## src/rtl/cfg_xlate_pkg.sv

```systemverilog
package cfg_xlate_pkg;

    localparam logic [1:0] SZ_BYTE = 2'd0;
    localparam logic [1:0] SZ_HALF = 2'd1;

    typedef enum logic [1:0] {
        ST_IDLE = 2'd0,
        ST_BUS  = 2'd1,
        ST_DONE = 2'd2
    } xl_state_e;

    typedef enum logic [1:0] {
        ACC_AREG = 2'd0,
        ACC_DATA = 2'd1,
        ACC_WIN  = 2'd2,
        ACC_NONE = 2'd3
    } acc_kind_e;

    typedef struct packed {
        xl_state_e   state;
        logic [31:0] areg;
        logic        cfg_req;
        logic        cfg_we;
        logic [31:0] cfg_addr;
        logic [1:0]  cfg_size;
        logic [31:0] cfg_wdata;
        logic        win;
        logic        ack;
        logic [31:0] rdata;
    } xl_regs_t;

    function automatic logic [31:0] size_mask(input logic [1:0] sz, input logic [31:0] v);
        logic [31:0] r;
        case (sz)
            SZ_BYTE: r = {24'd0, v[7:0]};
            SZ_HALF: r = {16'd0, v[15:0]};
            default: r = v;
        endcase
        return r;
    endfunction

endpackage

```

## src/rtl/cfg_win_decode.sv

```systemverilog
module cfg_win_decode #(
    parameter int SEL_LSB  = 11,
    parameter int SEL_BITS = 11,
    parameter int DEV_W    = $clog2(SEL_BITS + 1),
    parameter int LOW_W    = SEL_LSB + SEL_BITS
) (
    input  logic [LOW_W-1:0] win_addr,
    output logic [DEV_W-1:0] dev_num,
    output logic [31:0]      xl_addr
);
    logic [SEL_BITS-1:0] sel;
    logic [SEL_BITS:0]   seen;
    logic [SEL_BITS-1:0] first;

    assign sel = win_addr[LOW_W-1:SEL_LSB];

    // Priority chain, lowest index first.
    assign seen[0] = 1'b0;
    for (genvar i = 0; i < SEL_BITS; i++) begin : g_chain
        assign first[i]    = sel[i] & ~seen[i];
        assign seen[i + 1] = seen[i] | sel[i];
    end

    always_comb begin
        dev_num = DEV_W'(SEL_BITS);
        for (int i = 0; i < SEL_BITS; i++) begin
            if (first[i]) dev_num = DEV_W'(i);
        end
    end

    always_comb begin
        xl_addr = 32'd0;
        xl_addr[SEL_LSB-1:0] = win_addr[SEL_LSB-1:0];
        xl_addr = xl_addr | (32'(dev_num) << SEL_LSB);
    end

    // the reserved device number appears exactly when no select bit is set
    always_comb begin
        a_r6_none_maps_last: assert ((sel == '0) == (dev_num == DEV_W'(SEL_BITS)));
        a_r5_single_winner:  assert ($onehot0(first));
    end

endmodule

```

## src/rtl/cfg_lane_swap.sv

```systemverilog
module cfg_lane_swap #(
    parameter bit SWAP_EN = 1'b1
) (
    input  logic [1:0]  size,
    input  logic [31:0] din,
    output logic [31:0] dout
);
    import cfg_xlate_pkg::*;

    logic [31:0] masked;
    assign masked = size_mask(size, din);

    if (SWAP_EN) begin : g_swap
        always_comb begin
            case (size)
                SZ_BYTE: dout = masked;
                SZ_HALF: dout = {16'd0, masked[7:0], masked[15:8]};
                default: dout = {masked[7:0], masked[15:8], masked[23:16], masked[31:24]};
            endcase
        end
    end else begin : g_pass
        assign dout = masked;
    end

endmodule

```

## src/rtl/cfg_irq_route.sv

```systemverilog
module cfg_irq_route #(
    parameter int N_SLOT    = 4,
    parameter int N_PIN     = 4,
    parameter int FIRST_DEV = 1
) (
    input  logic [N_SLOT*N_PIN-1:0] slot_irq,
    output logic                    line0,
    output logic                    line1
);
    logic [N_SLOT*N_PIN-1:0] on_line1;

    for (genvar s = 0; s < N_SLOT; s++) begin : g_slot
        for (genvar p = 0; p < N_PIN; p++) begin : g_pin
            localparam bit LINE = ((p + FIRST_DEV + s) % 2) == 1;
            assign on_line1[s*N_PIN + p] = LINE;
        end
    end

    assign line0 = |(slot_irq & ~on_line1);
    assign line1 = |(slot_irq & on_line1);

    // no active pin means both lines idle
    always_comb begin
        a_r10_idle_lines: assert ((slot_irq != '0) || (!line0 && !line1));
    end

endmodule

```

## src/rtl/cfg_xlate_top.sv

```systemverilog
module cfg_xlate_top
    import cfg_xlate_pkg::*;
#(
    parameter logic [31:0] AREG_PORT  = 32'h0000_0CF8,
    parameter logic [31:0] DATA_PORT  = 32'h0000_0CFC,
    parameter logic [31:0] WIN_BASE   = 32'h8080_0000,
    parameter logic [31:0] WIN_SPAN   = 32'h0040_0000,
    parameter int          SEL_LSB    = 11,
    parameter int          SEL_BITS   = 11,
    parameter bit          BIG_ENDIAN = 1'b1,
    parameter int          N_SLOT     = 4,
    parameter int          FIRST_DEV  = 1
) (
    input  logic                  clk,
    input  logic                  rst_n,
    input  logic                  cpu_req,
    input  logic                  cpu_we,
    input  logic                  cpu_mem,
    input  logic [31:0]           cpu_addr,
    input  logic [1:0]            cpu_size,
    input  logic [31:0]           cpu_wdata,
    output logic                  cpu_ack,
    output logic [31:0]           cpu_rdata,
    output logic                  cfg_req,
    output logic                  cfg_we,
    output logic [31:0]           cfg_addr,
    output logic [1:0]            cfg_size,
    output logic [31:0]           cfg_wdata,
    input  logic                  cfg_ack,
    input  logic [31:0]           cfg_rdata,
    input  logic [N_SLOT*4-1:0]   slot_irq,
    output logic                  intc_in9,
    output logic                  intc_in11
);
    localparam int          LOW_W   = SEL_LSB + SEL_BITS;
    localparam int          DEV_W   = $clog2(SEL_BITS + 1);
    localparam logic [32:0] WIN_END = {1'b0, WIN_BASE} + {1'b0, WIN_SPAN};
    localparam logic [31:0] ALL_ONE = '1;

    xl_regs_t q, d;

    // ---------------- address classification ----------------
    logic      hit_areg_q, hit_data, hit_win;
    acc_kind_e kind;

    assign hit_areg_q = !cpu_mem && (cpu_addr[31:2] == AREG_PORT[31:2]);
    assign hit_data   = !cpu_mem && (cpu_addr[31:2] == DATA_PORT[31:2]);
    assign hit_win    = cpu_mem && (cpu_addr >= WIN_BASE) && ({1'b0, cpu_addr} < WIN_END);

    always_comb begin
        if (hit_areg_q)
            kind = (cpu_size == 2'd2 && cpu_addr[1:0] == 2'b00) ? ACC_AREG : ACC_NONE;
        else if (hit_data)
            kind = ACC_DATA;
        else if (hit_win)
            kind = ACC_WIN;
        else
            kind = ACC_NONE;
    end

    // ---------------- window translation and lanes ----------------
    logic [DEV_W-1:0] win_dev;
    logic [31:0]      win_addr_xl;
    logic [31:0]      wr_swapped, rd_swapped;
    logic [31:0]      wr_plain, rd_plain;

    cfg_win_decode #(
        .SEL_LSB (SEL_LSB),
        .SEL_BITS(SEL_BITS),
        .DEV_W   (DEV_W),
        .LOW_W   (LOW_W)
    ) u_dec (
        .win_addr(cpu_addr[LOW_W-1:0]),
        .dev_num (win_dev),
        .xl_addr (win_addr_xl)
    );

    cfg_lane_swap #(.SWAP_EN(BIG_ENDIAN)) u_wr_swap (
        .size(cpu_size),
        .din (cpu_wdata),
        .dout(wr_swapped)
    );

    cfg_lane_swap #(.SWAP_EN(BIG_ENDIAN)) u_rd_swap (
        .size(q.cfg_size),
        .din (cfg_rdata),
        .dout(rd_swapped)
    );

    assign wr_plain = size_mask(cpu_size, cpu_wdata);
    assign rd_plain = size_mask(q.cfg_size, cfg_rdata);

    // ---------------- next-state logic ----------------
    always_comb begin
        d = q;
        case (q.state)
            ST_IDLE: begin
                if (cpu_req) begin
                    case (kind)
                        ACC_AREG: begin
                            if (cpu_we) d.areg = cpu_wdata;
                            d.rdata = q.areg;
                            d.ack   = 1'b1;
                            d.state = ST_DONE;
                        end
                        ACC_DATA: begin
                            d.cfg_req   = 1'b1;
                            d.cfg_we    = cpu_we;
                            d.cfg_addr  = {q.areg[31:2], cpu_addr[1:0]};
                            d.cfg_size  = cpu_size;
                            d.cfg_wdata = wr_plain;
                            d.win       = 1'b0;
                            d.state     = ST_BUS;
                        end
                        ACC_WIN: begin
                            d.cfg_req   = 1'b1;
                            d.cfg_we    = cpu_we;
                            d.cfg_addr  = win_addr_xl;
                            d.cfg_size  = cpu_size;
                            d.cfg_wdata = wr_swapped;
                            d.win       = 1'b1;
                            d.state     = ST_BUS;
                        end
                        default: begin
                            d.rdata = ALL_ONE;
                            d.ack   = 1'b1;
                            d.state = ST_DONE;
                        end
                    endcase
                end
            end
            ST_BUS: begin
                if (cfg_ack) begin
                    d.cfg_req = 1'b0;
                    d.rdata   = q.win ? rd_swapped : rd_plain;
                    d.ack     = 1'b1;
                    d.state   = ST_DONE;
                end
            end
            ST_DONE: begin
                if (!cpu_req) begin
                    d.ack   = 1'b0;
                    d.state = ST_IDLE;
                end
            end
            default: d.state = ST_IDLE;
        endcase
    end

    always_ff @(posedge clk) begin
        if (!rst_n) begin
            q.state     <= ST_IDLE;
            q.areg      <= '0;
            q.cfg_req   <= 1'b0;
            q.cfg_we    <= 1'b0;
            q.cfg_addr  <= '0;
            q.cfg_size  <= '0;
            q.cfg_wdata <= '0;
            q.win       <= 1'b0;
            q.ack       <= 1'b0;
            q.rdata     <= '0;
        end else begin
            q <= d;
        end
    end

    assign cpu_ack   = q.ack;
    assign cpu_rdata = q.rdata;
    assign cfg_req   = q.cfg_req;
    assign cfg_we    = q.cfg_we;
    assign cfg_addr  = q.cfg_addr;
    assign cfg_size  = q.cfg_size;
    assign cfg_wdata = q.cfg_wdata;

    // ---------------- interrupt routing ----------------
    cfg_irq_route #(
        .N_SLOT   (N_SLOT),
        .N_PIN    (4),
        .FIRST_DEV(FIRST_DEV)
    ) u_irq (
        .slot_irq(slot_irq),
        .line0   (intc_in9),
        .line1   (intc_in11)
    );

    // ---------------- properties ----------------
    // request held until acknowledged
    a_r8_hold_until_ack: assert property (@(posedge clk) disable iff (!rst_n)
        cfg_req && !cfg_ack |=> cfg_req);

    // request released right after acknowledge
    a_r8_drop_after_ack: assert property (@(posedge clk) disable iff (!rst_n)
        cfg_req && cfg_ack |=> !cfg_req && cpu_ack);

    // acknowledge and data stable while processor holds its request
    a_r9_ack_stable: assert property (@(posedge clk) disable iff (!rst_n)
        cpu_ack && cpu_req |=> cpu_ack && $stable(cpu_rdata));

    // acknowledge released after the request drops
    a_r9_ack_release: assert property (@(posedge clk) disable iff (!rst_n)
        cpu_ack && !cpu_req |=> !cpu_ack);

    // no configuration request is open while the processor is acknowledged
    a_r8_no_overlap: assert property (@(posedge clk) disable iff (!rst_n)
        !(cfg_req && cpu_ack));

endmodule

```

## config.mk

```make
export PLATFORM = sky130hd
export DESIGN_NAME = cfg_xlate_top
export DESIGN_NICKNAME = d
export VERILOG_FILES = /design/src/rtl/cfg_xlate_pkg.sv /design/src/rtl/cfg_win_decode.sv /design/src/rtl/cfg_lane_swap.sv /design/src/rtl/cfg_irq_route.sv /design/src/rtl/cfg_xlate_top.sv
export SDC_FILE = /design/constraint.sdc
export NUM_CORES = 1
export LEC_CHECK = 0
export BUFFER_PORTS_ARGS = -buffer_cell sky130_fd_sc_hd__buf_2
export CORE_ASPECT_RATIO = 1.75
export CORE_UTILIZATION = 45
export CTS_CLUSTER_DIAMETER = 100
export CTS_CLUSTER_SIZE = 30
export DETAILED_ROUTE_END_ITERATION = 8
export HOLD_SLACK_MARGIN = 0.12
export PLACE_DENSITY = 0.71
export SLEW_MARGIN = 40
export SYNTH_ARGS = -nofsm -noshare
export SYNTH_HDL_FRONTEND = slang
export SYNTH_SLANG_ARGS = --single-unit
```

## constraint.sdc

```tcl
create_clock -name clk -period 6 [get_ports clk]
set_input_delay 0.9 -clock clk [delete_from_list [all_inputs] [get_ports clk]]
set_output_delay 0.9 -clock clk [all_outputs]
set_load 0.005 [all_outputs]
```

==> results of run 1 <==
kinds of logic after synthesis:
| group | share of synthesized area |
|---|---|
| buffers and inverters | 0.1460 |
| AND/OR/NAND/NOR | 0.1497 |
| AO/OA/AOI/OAI | 0.2418 |
| adder cells (fa/ha/maj) | 0.008432 |
| multiplexers | 0.08702 |
| flip-flops | 0.3669 |
stage by stage:
stage / utilization / worst slack (ns) / hold slack [ns]
6_report: 0.5283 / 2.314 / 0.4546
5_1_grt: 0.5283 / 2.046 / 0.4718
4_1_cts: 0.5265 / 2.324 / 0.4550
3_5_place_dp: 0.4871 / 1.903 / 0.4447
3_3_place_gp: 0.4870 / 1.968 / 0.4389
2_1_floorplan: - / 2.798 / 0.4323
per-layer routing:
layer	track usage	routed length [um]
met5	0	0
met4	0.1324	971
met3	0.04285	1391
met2	0.4454	11160
met1	0.3097	8714
state kept, by name, indices dropped and copies added, names as in the netlist:
name and count:
cfg_addr 32, cfg_req 1, cfg_size 2, cfg_wdata 32
cfg_we 1, cpu_ack 1, cpu_rdata 32, q 35
cell usage in the layout (no fill, tap or decap), types with 2 or more instances in the layout:
cell	instances
sky130_fd_sc_hd__buf_2	222
sky130_fd_sc_hd__a31oi_1	33
sky130_fd_sc_hd__a21o_1	8
sky130_fd_sc_hd__a32oi_1	9
sky130_fd_sc_hd__a21boi_0	56
sky130_fd_sc_hd__nor4_1	9
sky130_fd_sc_hd__buf_4	10
sky130_fd_sc_hd__o22ai_1	8
sky130_fd_sc_hd__clkbuf_16	17
sky130_fd_sc_hd__a2111oi_0	9
sky130_fd_sc_hd__mux2i_1	27
sky130_fd_sc_hd__bufinv_16	3
sky130_fd_sc_hd__o211a_1	5
sky130_fd_sc_hd__clkinv_4	4
sky130_fd_sc_hd__a211oi_1	5
sky130_fd_sc_hd__a21oi_1	38
sky130_fd_sc_hd__nand4_1	2
sky130_fd_sc_hd__o211ai_1	2
sky130_fd_sc_hd__nor3_1	3
sky130_fd_sc_hd__nor2_1	34
sky130_fd_sc_hd__o21ai_0	87
sky130_fd_sc_hd__inv_6	3
sky130_fd_sc_hd__a211o_1	8
sky130_fd_sc_hd__o21a_1	2
sky130_fd_sc_hd__clkbuf_8	3
sky130_fd_sc_hd__ha_2	2
sky130_fd_sc_hd__nor2b_1	4
sky130_fd_sc_hd__dfxtp_1	136
sky130_fd_sc_hd__o21ai_1	3
sky130_fd_sc_hd__mux2_2	32
sky130_fd_sc_hd__nand3_1	50
sky130_fd_sc_hd__nand2_1	150
sky130_fd_sc_hd__nand3b_1	2
sky130_fd_sc_hd__inv_1	8
sky130_fd_sc_hd__ha_1	3
worst register-to-register path, cell delays in order (launching register included):
cell and delay (ns):
sky130_fd_sc_hd__dfxtp_1 0.32, sky130_fd_sc_hd__inv_1 0.08, sky130_fd_sc_hd__ha_1 0.39, sky130_fd_sc_hd__nand2_1 0.20, sky130_fd_sc_hd__nor2_4 0.43, sky130_fd_sc_hd__buf_4 0.55
sky130_fd_sc_hd__a32oi_1 0.22, sky130_fd_sc_hd__a21boi_0 0.20
report_power, final:
| part | total [mW] | switching, mW | leakage [nW] | internal (mW) |
|---|---|---|---|---|
| clock network | 1.11 | 0.414 | 0.308 | 0.693 |
| registers | 0.950 | 0.0145 | 1.10 | 0.936 |
| logic | 0.235 | 0.133 | 2.00 | 0.102 |
worst min-delay path by stage:
stage / depth (start not counted) / start / slack (ns) / endpoint
after floorplan: 2 / cfg_wdata[16] / 0.43 / cfg_wdata[16]
after detailed placement: 2 / cfg_wdata[20] / 0.44 / cfg_wdata[20]
after global routing: 2 / cfg_wdata[23] / 0.47 / cfg_wdata[23]
final: 2 / cfg_wdata[25] / 0.45 / cfg_wdata[25]
after global placement: 2 / cfg_wdata[22] / 0.44 / cfg_wdata[22]
after CTS: 2 / cfg_wdata[20] / 0.46 / cfg_wdata[20]
area by class of cell:
cell class	instances	area [sq um]	share of cell area
inverters	9	33.78	0.003989
clock inverters	12	163.9	0.01936
diodes	1	2.502	0.0002955
clock buffers	20	466.7	0.05511
repair buffers	233	1214	0.1433
well taps	189	236.5	0.02793
multi-input cells	606	3628	0.4285
flip-flops and latches	136	2723	0.3215
==> reports/qor.yml, run 1 <==
sequential_share_of_the_synthesized_area: 0.3669
cpLargestDelayFamily: "simple AND/OR/NAND/NOR gates"
ys_top_cells_by_count: "150 x sky130_fd_sc_hd__nand2_1, 136 x sky130_fd_sc_hd__dfxtp_1, 99 x sky130_fd_sc_hd__buf_4"
post_route_drc: 0
timing.setup.critical_path_class: "in2reg"
synthMostInstantiatedCell: "sky130_fd_sc_hd__nand2_1"
first_global_vias: 6210
synth.avg_cell_area_sq_um: 8.030
worstSetupStartpointType: "primary input"
cts.hold.buffers_added: 0
synth.ff_latch_count: 136
instances_no_fill: 1206
endpoint: "cfg_wdata[0]"
dieArea_sq_mm: 0.01703
rsz0062_at_grt: "false"
report.final.slew_viol_count: 0
yosysTopAreaCell: "sky130_fd_sc_hd__dfxtp_1"
drtIter0Drc: 467
cts-htree-levels: 4
worst_clock_skew_ns: 0.01221
crit_path_cell_trace: "buf_2 > nor4_1 > nand2_1 > nor4_1 > o21ai_0 > ha_2 > nand3b_1 > buf_4 > o21ba_2 > a32oi_1 > a21boi_0"
slew_of_the_pin_with_the_lowest_slew_margin_ns: 0.7831
worst_setup_hold_path_clk_slew_ns: 0.06
firstDrtPassIters: 6
worst-endpoint-required_ns: 6.29
power.total_mw: 2.292
final.fill_count: 1561
globalRouteOverflowTotal: 0
tritoncts.num_buffers: 17
r2r_end: "cfg_wdata[0]"
critical_path.max_stage_delay_ns: 0.54
max-cap-violations: 0
clock-sinks: 136
p_leak_nw: 3.407
grt_pass1_wl_um: 33820
path_buf_inv: 2
timing.slew.headroom: 0.4774
totalNegativeSetupSlack_ns: 0
synth_cell_type_count: 47
layout_area_growth_over_synthesis_pct: 14.13
mappedNetlistArea_sq_mm: 0.007420
ant_nets: 0
outcome: "complete, no violations"
critPathSlowestCell: "sky130_fd_sc_hd__buf_4"
synth.top_cells.by_area: "sky130_fd_sc_hd__dfxtp_1 37%, sky130_fd_sc_hd__buf_4 10%, sky130_fd_sc_hd__nand2_1 7.6%, sky130_fd_sc_hd__o21ai_0 5.9%, sky130_fd_sc_hd__a21boi_0 5.7%"
timing_hold_violations_final: 0
floorplan.io_pins: 223
regToRegSetupSlack_ns: 3.54
vdd_ir_max_uv: 169.3
finalWeightedCongestion: 0.8694
antenna_violations_before_repair: 1
fin_nets: 1128
synth.top_cell.area_share: 0.3669
post-route-period-util: 0.6143
hp-class: "reg2reg"
die_height_um: 171.9
gr-usage-all-layers: 0.2587
max_clock_freq_ghz: 0.2713
numPortBuffers: 222
total_nets_after_synthesis: 1049
cts_resized: 0
post_synth_edffs: 0
tritoncts: "yes"
insertion_delay_ns: 0.42
critical_path.most_common_cell: "sky130_fd_sc_hd__nor4_1"
worst_setup_path_end_kind: "flop"
cp_num_cells: 11
wire_per_inst_um: 18.43
number_of_buffers_inserted_by_post_cts_setup_repair: 0
clock_tree.root_cell: "sky130_fd_sc_hd__clkbuf_16"
chipWidth_um: 99.07
timing.final.setup_violations: 0
cts_max_path_buffers: 2
final_period_minus_worst_setup_slack_ns: 3.686
fp.coreArea_sq_mm: 0.01603
synth_cells: 924
yosysWarningCount: 0
power_density_mw_per_mm2: 270.7
route.final.wire_length_um: 22230
drive_gt1_frac: 0.3012
highest_net_fanout_along_the_worst_path: 67
critPathArrivalTime_ns: 3.98
detailed_place.area_sq_mm: 0.007807
crit-reg2reg-launch: "q[134]"
postSynth.asyncResetShare: 0
dp_hpwl_um: 16000
avgViaCountPerCell: 5.716
vias: 6893
floorplan.rows: 61
worst_r2r_path_depth: 7
placed_cells: 1172
final_area_sq_mm: 0.008468
grt_start_max_net_pins: 73
synth_ff_type: "sky130_fd_sc_hd__dfxtp_1"
worst_setup_path_startpoint: "cpu_addr[15]"
initial_utilization: 0.4629
Power figures use the tool's default switching activity.
==> run 2, diff against run 1 <==
- ABC_AREA: unset -> 1
- clock period: 6 -> 3.6 ns (I/O delays scaled with it)
==> run 2 against run 1 <==
Die area barely moved. Final cell count rose by 15%. Count of clock-buffer cells in the layout fell by 2. Total power rose by 84%. Register-to-register slack got worse by 2.2 ns. Clock power rose by 50%. Combinational power rose to 3.6 times the previous value. Non-clock buffer count rose by 2. Largest cell class unchanged. Largest power group is now sequential cells. Clock skew fell by 0.0040 ns. Via count rose by 11%. Sequential cell count did not move.
==> reports/qor.yml, run 2 <==
cts.hold.buffers_added: 0  # unchanged
vias: 7661  # +11%
floorplan.rows: 61  # unchanged
power.total_mw: 4.218  # +84%
avgViaCountPerCell: 5.504  # -3.7%
mappedNetlistArea_sq_mm: 0.007426  # about the same
post_synth_edffs: 0  # unchanged
final_cell_mix: "224 x sky130_fd_sc_hd__nand2_1, 222 x sky130_fd_sc_hd__buf_2, 146 x sky130_fd_sc_hd__o21ai_0"
final_period_minus_worst_setup_slack_ns: 2.695
grt_start_max_net_pins: 43  # -41%
hp-class: "in2reg"
cts_resized: 0  # unchanged
number_of_buffers_inserted_by_post_cts_setup_repair: 0  # unchanged
ys_top_cells_by_count: "224 x sky130_fd_sc_hd__nand2_1, 146 x sky130_fd_sc_hd__o21ai_0, 136 x sky130_fd_sc_hd__dfxtp_1"
mostFrequentLayoutCell: "sky130_fd_sc_hd__nand2_1"
total_nets_after_synthesis: 1229  # +17%
numPortBuffers: 222  # unchanged
critical_path.max_stage_delay_ns: 0.35  # -0.19 ns
timing.slew.headroom: 0.5205  # +0.04316
synth.top_cell.area_share: 0.3666  # about the same
clock-sinks: 136  # unchanged
synth_cells: 1104  # +19%
postSynth.asyncResetShare: 0  # unchanged
synth_ff_type: "sky130_fd_sc_hd__dfxtp_1"
max_clock_freq_ghz: 0.3710
timing.hold.worst_path_depth: 3  # +1
post_route_drc: 0  # unchanged
wire_per_inst_um: 17.07  # -7.4%
ant_nets: 0  # unchanged
route.final.wire_length_um: 23760  # +6.9%
cts-htree-levels: 4  # unchanged
die_height_um: 171.9  # about the same
tritoncts.num_buffers: 17  # unchanged
holdPathEnd: "cfg_addr[1]"
worst_r2r_path_depth: 10  # +3
clock_tree.root_cell: "sky130_fd_sc_hd__clkbuf_16"
outcome: "complete, no violations"
critical_path.most_common_cell: "sky130_fd_sc_hd__nand2_1"
fp.coreArea_sq_mm: 0.01603  # unchanged
worst_setup_path_end_kind: "flop"
critPathSlowestCell: "sky130_fd_sc_hd__buf_4"
vdd_ir_max_uv: 298.3  # +76%
highest_net_fanout_along_the_worst_path: 40  # -40%
worst-endpoint-required_ns: 3.97  # -2.32 ns
synth.ff_latch_count: 136  # unchanged
timing.setup.critical_path_class: "in2reg"
gr-usage-all-layers: 0.2793  # +0.02061
initial_utilization: 0.4633  # about the same
diodes: 0  # -1
worstSetupStartpointType: "primary input"
drtIter0Drc: 474  # +1.5%
timing.final.setup_violations: 0  # unchanged
yosysWarningCount: 0  # unchanged
post-route-period-util: 0.7487
yosysTopAreaCell: "sky130_fd_sc_hd__dfxtp_1"
power_density_mw_per_mm2: 503.2  # +86%
largest_register: "q"
firstDrtPassIters: 5  # -1
drive_gt1_frac: 0.2328  # -0.06843
report.final.slew_viol_count: 0  # unchanged
cts_max_path_buffers: 2  # unchanged
synthMostInstantiatedCell: "sky130_fd_sc_hd__nand2_1"
timing.hold.ws_ns: 0.3708  # -0.08374 ns
layout_area_growth_over_synthesis_pct: 12.87
instances_no_fill: 1392  # +15%
dp_hpwl_um: 17780  # +11%
hp-start: "cpu_addr[1]"
first_global_vias: 7151  # +15%
grt_pass1_wl_um: 36820  # +8.9%
synth.avg_cell_area_sq_um: 6.726  # -16%
dieArea_sq_mm: 0.01704  # about the same
r2r_end: "cpu_rdata[17]"
largest_reg_flops: 35  # unchanged
worst_clock_skew_ns: 0.008213  # -0.003997 ns
synth_cell_type_count: 28  # -40%
slew_of_the_pin_with_the_lowest_slew_margin_ns: 0.7181  # -0.06492 ns
chipWidth_um: 99.11  # about the same
path_buf_inv: 4  # +2
worst_setup_hold_path_clk_slew_ns: 0.06  # about the same
max-cap-violations: 0  # unchanged
cpLargestDelayFamily: "simple AND/OR/NAND/NOR gates"
sequential_share_of_the_synthesized_area: 0.3666  # about the same
insertion_delay_ns: 0.42  # about the same
placed_cells: 1361  # +16%
floorplan.io_pins: 223  # unchanged
synth.top_cells.by_area: "sky130_fd_sc_hd__dfxtp_1 37%, sky130_fd_sc_hd__nand2_1 11%, sky130_fd_sc_hd__buf_4 10%, sky130_fd_sc_hd__o21ai_0 9.8%, sky130_fd_sc_hd__a21oi_1 8.0%"
globalRouteOverflowTotal: 0  # unchanged
critPathArrivalTime_ns: 3.06  # -0.92 ns
p_leak_nw: 3.907  # +15%
detailedPlace.worstSlack_ns: 0.5444  # -1.359 ns
tritoncts: "yes"
fin_nets: 1316  # +17%
regToRegSetupSlack_ns: 1.30  # -2.24 ns
antenna_violations_before_repair: 0  # -1
rsz0062_at_grt: "false"
crit_path_cell_trace: "buf_2 > nor2_1 > nand2_1 > nor2_1 > nand4_1 > o21ai_0 > ha_1 > nor2_4 > buf_4 > o21ai_1 > inv_2 > nand2_1 > nand3_1 > nand2_1 > inv_1"
totalNegativeSetupSlack_ns: 0  # unchanged
finalWeightedCongestion: 0.9360  # +7.7%
crit-reg2reg-launch: "q[135]"
timing_hold_violations_final: 0  # unchanged
timing.final.ws_setup_ns: 0.9046  # -1.409 ns
-- run 2: cells by family after synthesis --
family,count (synthesis),share of synthesized area
simple gates,396,0.2179
compound gates,318,0.2239
buf+inv,249,0.1832
flops,136,0.3666
fa+ha+maj,5,0.008425
-- run 2: layer usage --
metal	GRT usage	vias up	routed length [um]
met5	0	-	0
met4	0.1490	0	1106
met3	0.04770	70	1558
met2	0.5041	364	12250
met1	0.3119	3499	8844
li1	-	3728	-
-- run 2: power breakdown --
part	internal [mW]	switching [mW]
registers	1.64	0.0645
logic	0.305	0.548
clock network	0.968	0.694
-- run 2: worst reg2reg max path: cells and delay by family, from the launching register on --
family | cells | cell delay, ns
adder cells (fa/ha/maj) | 1 | 0.18
AND/OR/NAND/NOR | 3 | 0.41
buffers and inverters | 4 | 0.93
AO/OA/AOI/OAI | 2 | 0.38
flip-flops | 1 | 0.33
-- run 2: worst max path at each step --
stage / startpoint / depth (start not counted) / endpoint / slack, ns
after global routing: cpu_addr[15] / 13 / cfg_wdata[6] / 0.65
after floorplan: cpu_size[1] / 12 / cfg_addr[0] / 1.27
after detailed placement: cpu_addr[15] / 15 / cfg_wdata[3] / 0.54
after global placement: cpu_addr[15] / 15 / cfg_wdata[7] / 0.64
final: cpu_addr[15] / 15 / cfg_wdata[3] / 0.90
after CTS: cpu_addr[15] / 15 / cfg_wdata[3] / 0.96
-- run 2: per-stage QoR --
step                        util  instance area (sq um)
after global routing      0.5230                   8382
after floorplan                -                   7426
after global placement    0.4878                   7819
after detailed placement  0.4878                   7819
after CTS                 0.5230                   8382
final                     0.5230                   8382
-- run 2: layout make-up --
class | count | area, sq um
fill | 1698 | 7646
multi-input combinational | 719 | 3343
sequential | 136 | 2723
timing repair buffer | 235 | 1209
clock buffer | 18 | 439.2
inverter | 82 | 307.8
tap | 189 | 236.5
clock inverter | 13 | 123.9
==> run 3, diff against run 2 <==
- ABC_AREA: 1 -> 0
- clock period: 3.6 -> 2.8 ns (I/O delays scaled with it)
==> run 3 against run 2 <==
Count of clock-buffer cells in the layout up 2. Combinational power down 39%. Clock skew grew 0.00084 ns. Worst setup slack got worse by 0.69 ns. Utilization is 2.2 points higher. First-iteration DRC count down 0.42%. Via count is 10% lower. Routed wire length fell by 6.7%.
==> reports/qor.yml, run 3 (same netlist as run 1, synthesis figures left out) <==
outcome: "complete, no violations"
max-cap-violations: 0  # unchanged
largest_register: "q"
power_density_mw_per_mm2: 548.2  # +8.9%
timing.hold.worst_path_depth: 3  # unchanged
cts.hold.buffers_added: 0  # unchanged
clock-sinks: 136  # unchanged
detailed_place.area_sq_mm: 0.008125  # +3.9%
path_buf_inv: 3  # -1
critPathArrivalTime_ns: 2.92  # -0.14 ns
mostFrequentLayoutCell: "sky130_fd_sc_hd__buf_2"
highest-signal-layer: "met4"
cp_num_cells: 12  # -3
tritoncts: "yes"
route.final.wire_length_um: 22180  # -6.7%
ant_nets: 0  # unchanged
slew_of_the_pin_with_the_lowest_slew_margin_ns: 0.6827  # -0.03547 ns
worst_setup_path_end_kind: "flop"
floorplan.io_pins: 223  # unchanged
worstSetupStartpointType: "primary input"
met1_length_um: 8928  # +0.95%
final_cell_mix: "222 x sky130_fd_sc_hd__buf_2, 150 x sky130_fd_sc_hd__nand2_1, 136 x sky130_fd_sc_hd__dfxtp_1"
highest_net_fanout_along_the_worst_path: 18  # -55%
post-route-util: 0.5447  # +0.02178
sequentialPowerShare: 0.426  # +0.022
critical_path.max_stage_delay_ns: 0.45  # +0.10 ns
post-route-period-util: 0.9217
worst_r2r_path_depth: 7  # -3
die_height_um: 171.9  # about the same
drive_gt1_frac: 0.3203  # +0.08752
switching_power_mw: 1.176  # -9.9%
floorplan.rows: 61  # unchanged
fp.coreArea_sq_mm: 0.01603  # unchanged
timing.setup.critical_path_class: "in2reg"
grt_pass1_wl_um: 33840  # -8.1%
first_global_vias: 6493  # -9.2%
worst-endpoint-required_ns: 3.14  # -0.83 ns
switching_share: 0.2457  # -0.06392
timing.final.setup_violations: 0  # unchanged
totalNegativeSetupSlack_ns: 0  # unchanged
crit_path_cell_trace: "buf_2 > nor4b_1 > nand2_1 > nor4_1 > buf_4 > o2bb2ai_1 > ha_2 > nand3b_1 > buf_4 > a2111oi_0 > a21oi_1 > nor2_1"
vias: 6898  # -10%
report.final.slew_viol_count: 0  # unchanged
insertion_delay_ns: 0.41  # about the same
clock_tree.root_cell: "sky130_fd_sc_hd__clkbuf_16"
layout_area_growth_over_synthesis_pct: 17.67
routed-wl-met2_um: 11170  # -8.8%
cts_max_path_buffers: 2  # unchanged
p_leak_nw: 3.542  # -9.4%
post_route_drc: 0  # unchanged
finalWeightedCongestion: 0.9172  # -2.0%
dieArea_sq_mm: 0.01703  # about the same
gr-usage-all-layers: 0.2562  # -0.02317
largest_reg_flops: 35  # unchanged
avgViaCountPerCell: 5.585  # +1.5%
critPathSlowestCell: "sky130_fd_sc_hd__a2111oi_0"
detailedPlace.worstSlack_ns: -0.3176  # -0.8620 ns
p_clk_frac: 0.465  # +0.071
wire_per_inst_um: 17.96  # +5.2%
globalRouteOverflowTotal: 0  # unchanged
timing_hold_violations_final: 0  # unchanged
timing.slew.headroom: 0.5442  # +0.02368
cpLargestDelayFamily: "simple AND/OR/NAND/NOR gates"
dp_hpwl_um: 16460  # -7.4%
antenna_violations_before_repair: 0  # unchanged
cell_internal_pwr_mw: 3.610  # +24%
vdd_ir_max_uv: 411.5  # +38%
initial_utilization: 0.4629  # about the same
final_area_sq_mm: 0.008731  # +4.2%
diodes: 0  # unchanged
firstDrtPassIters: 5  # unchanged
chipWidth_um: 99.07  # about the same
max_clock_freq_ghz: 0.3875
tritoncts.num_buffers: 17  # unchanged
timing.final.ws_setup_ns: 0.2191  # -0.6855 ns
worst_clock_skew_ns: 0.009053  # +0.0008400 ns
drtIter0Drc: 472  # -0.42%
hp-class: "in2reg"
cts-htree-levels: 4  # unchanged
numPortBuffers: 222  # unchanged
power_frac_comb: 0.109  # -0.093
grt_start_max_net_pins: 84  # +95%
critical_path.most_common_cell: "sky130_fd_sc_hd__buf_4"
met3_wirelength_um: 1197  # -23%
final_period_minus_worst_setup_slack_ns: 2.581
fin_nets: 1158  # -12%
rsz0062_at_grt: "false"
worst_setup_hold_path_clk_slew_ns: 0.06  # about the same
run 3: worst paths after layout:
kind	from	end	slack [ns]
worst max-delay path	cpu_addr[31]	cfg_wdata[15]	0.22
worst max register to register	q[135]	cfg_wdata[15]	0.83
worst min register to register	cfg_wdata[22]	cfg_wdata[22]	0.45
worst min-delay path	cpu_addr[0]	cfg_addr[0]	0.26
run 3: metrics by stage:
step                power [mW]  hold WS, ns  instances
global placement         2.593       0.4392       1203
detailed placement       2.598       0.4427       1203
finish                   4.787       0.2561       1235
global route             4.955       0.2555       1235
CTS                      4.822       0.2392       1235
floorplan                2.411       0.4323        924
run 3: repair_timing:
item                                    CTS  global route
gates resized for setup                   0             2
setup buffers                             0             0
endpoints found under the setup margin    0            15
run 3: routing by layer:
metal,GRT usage,up-vias
li1,-,3381
met1,0.2956,3172
met2,0.4609,291
met3,0.04244,54
met4,0.1170,0
met5,0,-
run 3: cell type report:
cell class | count | area (sq um)
sequential | 136 | 2723
clock inverter | 12 | 141.4
timing repair buffer | 263 | 1506
multi-input combinational | 606 | 3633
clock buffer | 20 | 456.7
fill | 1561 | 7297
tap | 189 | 236.5
inverter | 9 | 33.78
run 3: worst register-to-register path: stages (launching register included):
cell and delay [ns]:
sky130_fd_sc_hd__dfxtp_1 0.32, sky130_fd_sc_hd__inv_1 0.11, sky130_fd_sc_hd__ha_1 0.43, sky130_fd_sc_hd__nand3b_1 0.19, sky130_fd_sc_hd__buf_4 0.23, sky130_fd_sc_hd__a2111oi_0 0.45
sky130_fd_sc_hd__a21oi_1 0.08, sky130_fd_sc_hd__nor2_1 0.09
run 3: power groups by stage:
stage	Combinational [mW]	Sequential (mW)	Clock (mW)
after floorplan	0.340	2.07	0
after global placement	0.513	2.08	0
after detailed placement	0.520	2.08	0
after CTS	0.522	2.04	2.26
after global routing	0.572	2.05	2.34
final	0.524	2.04	2.22
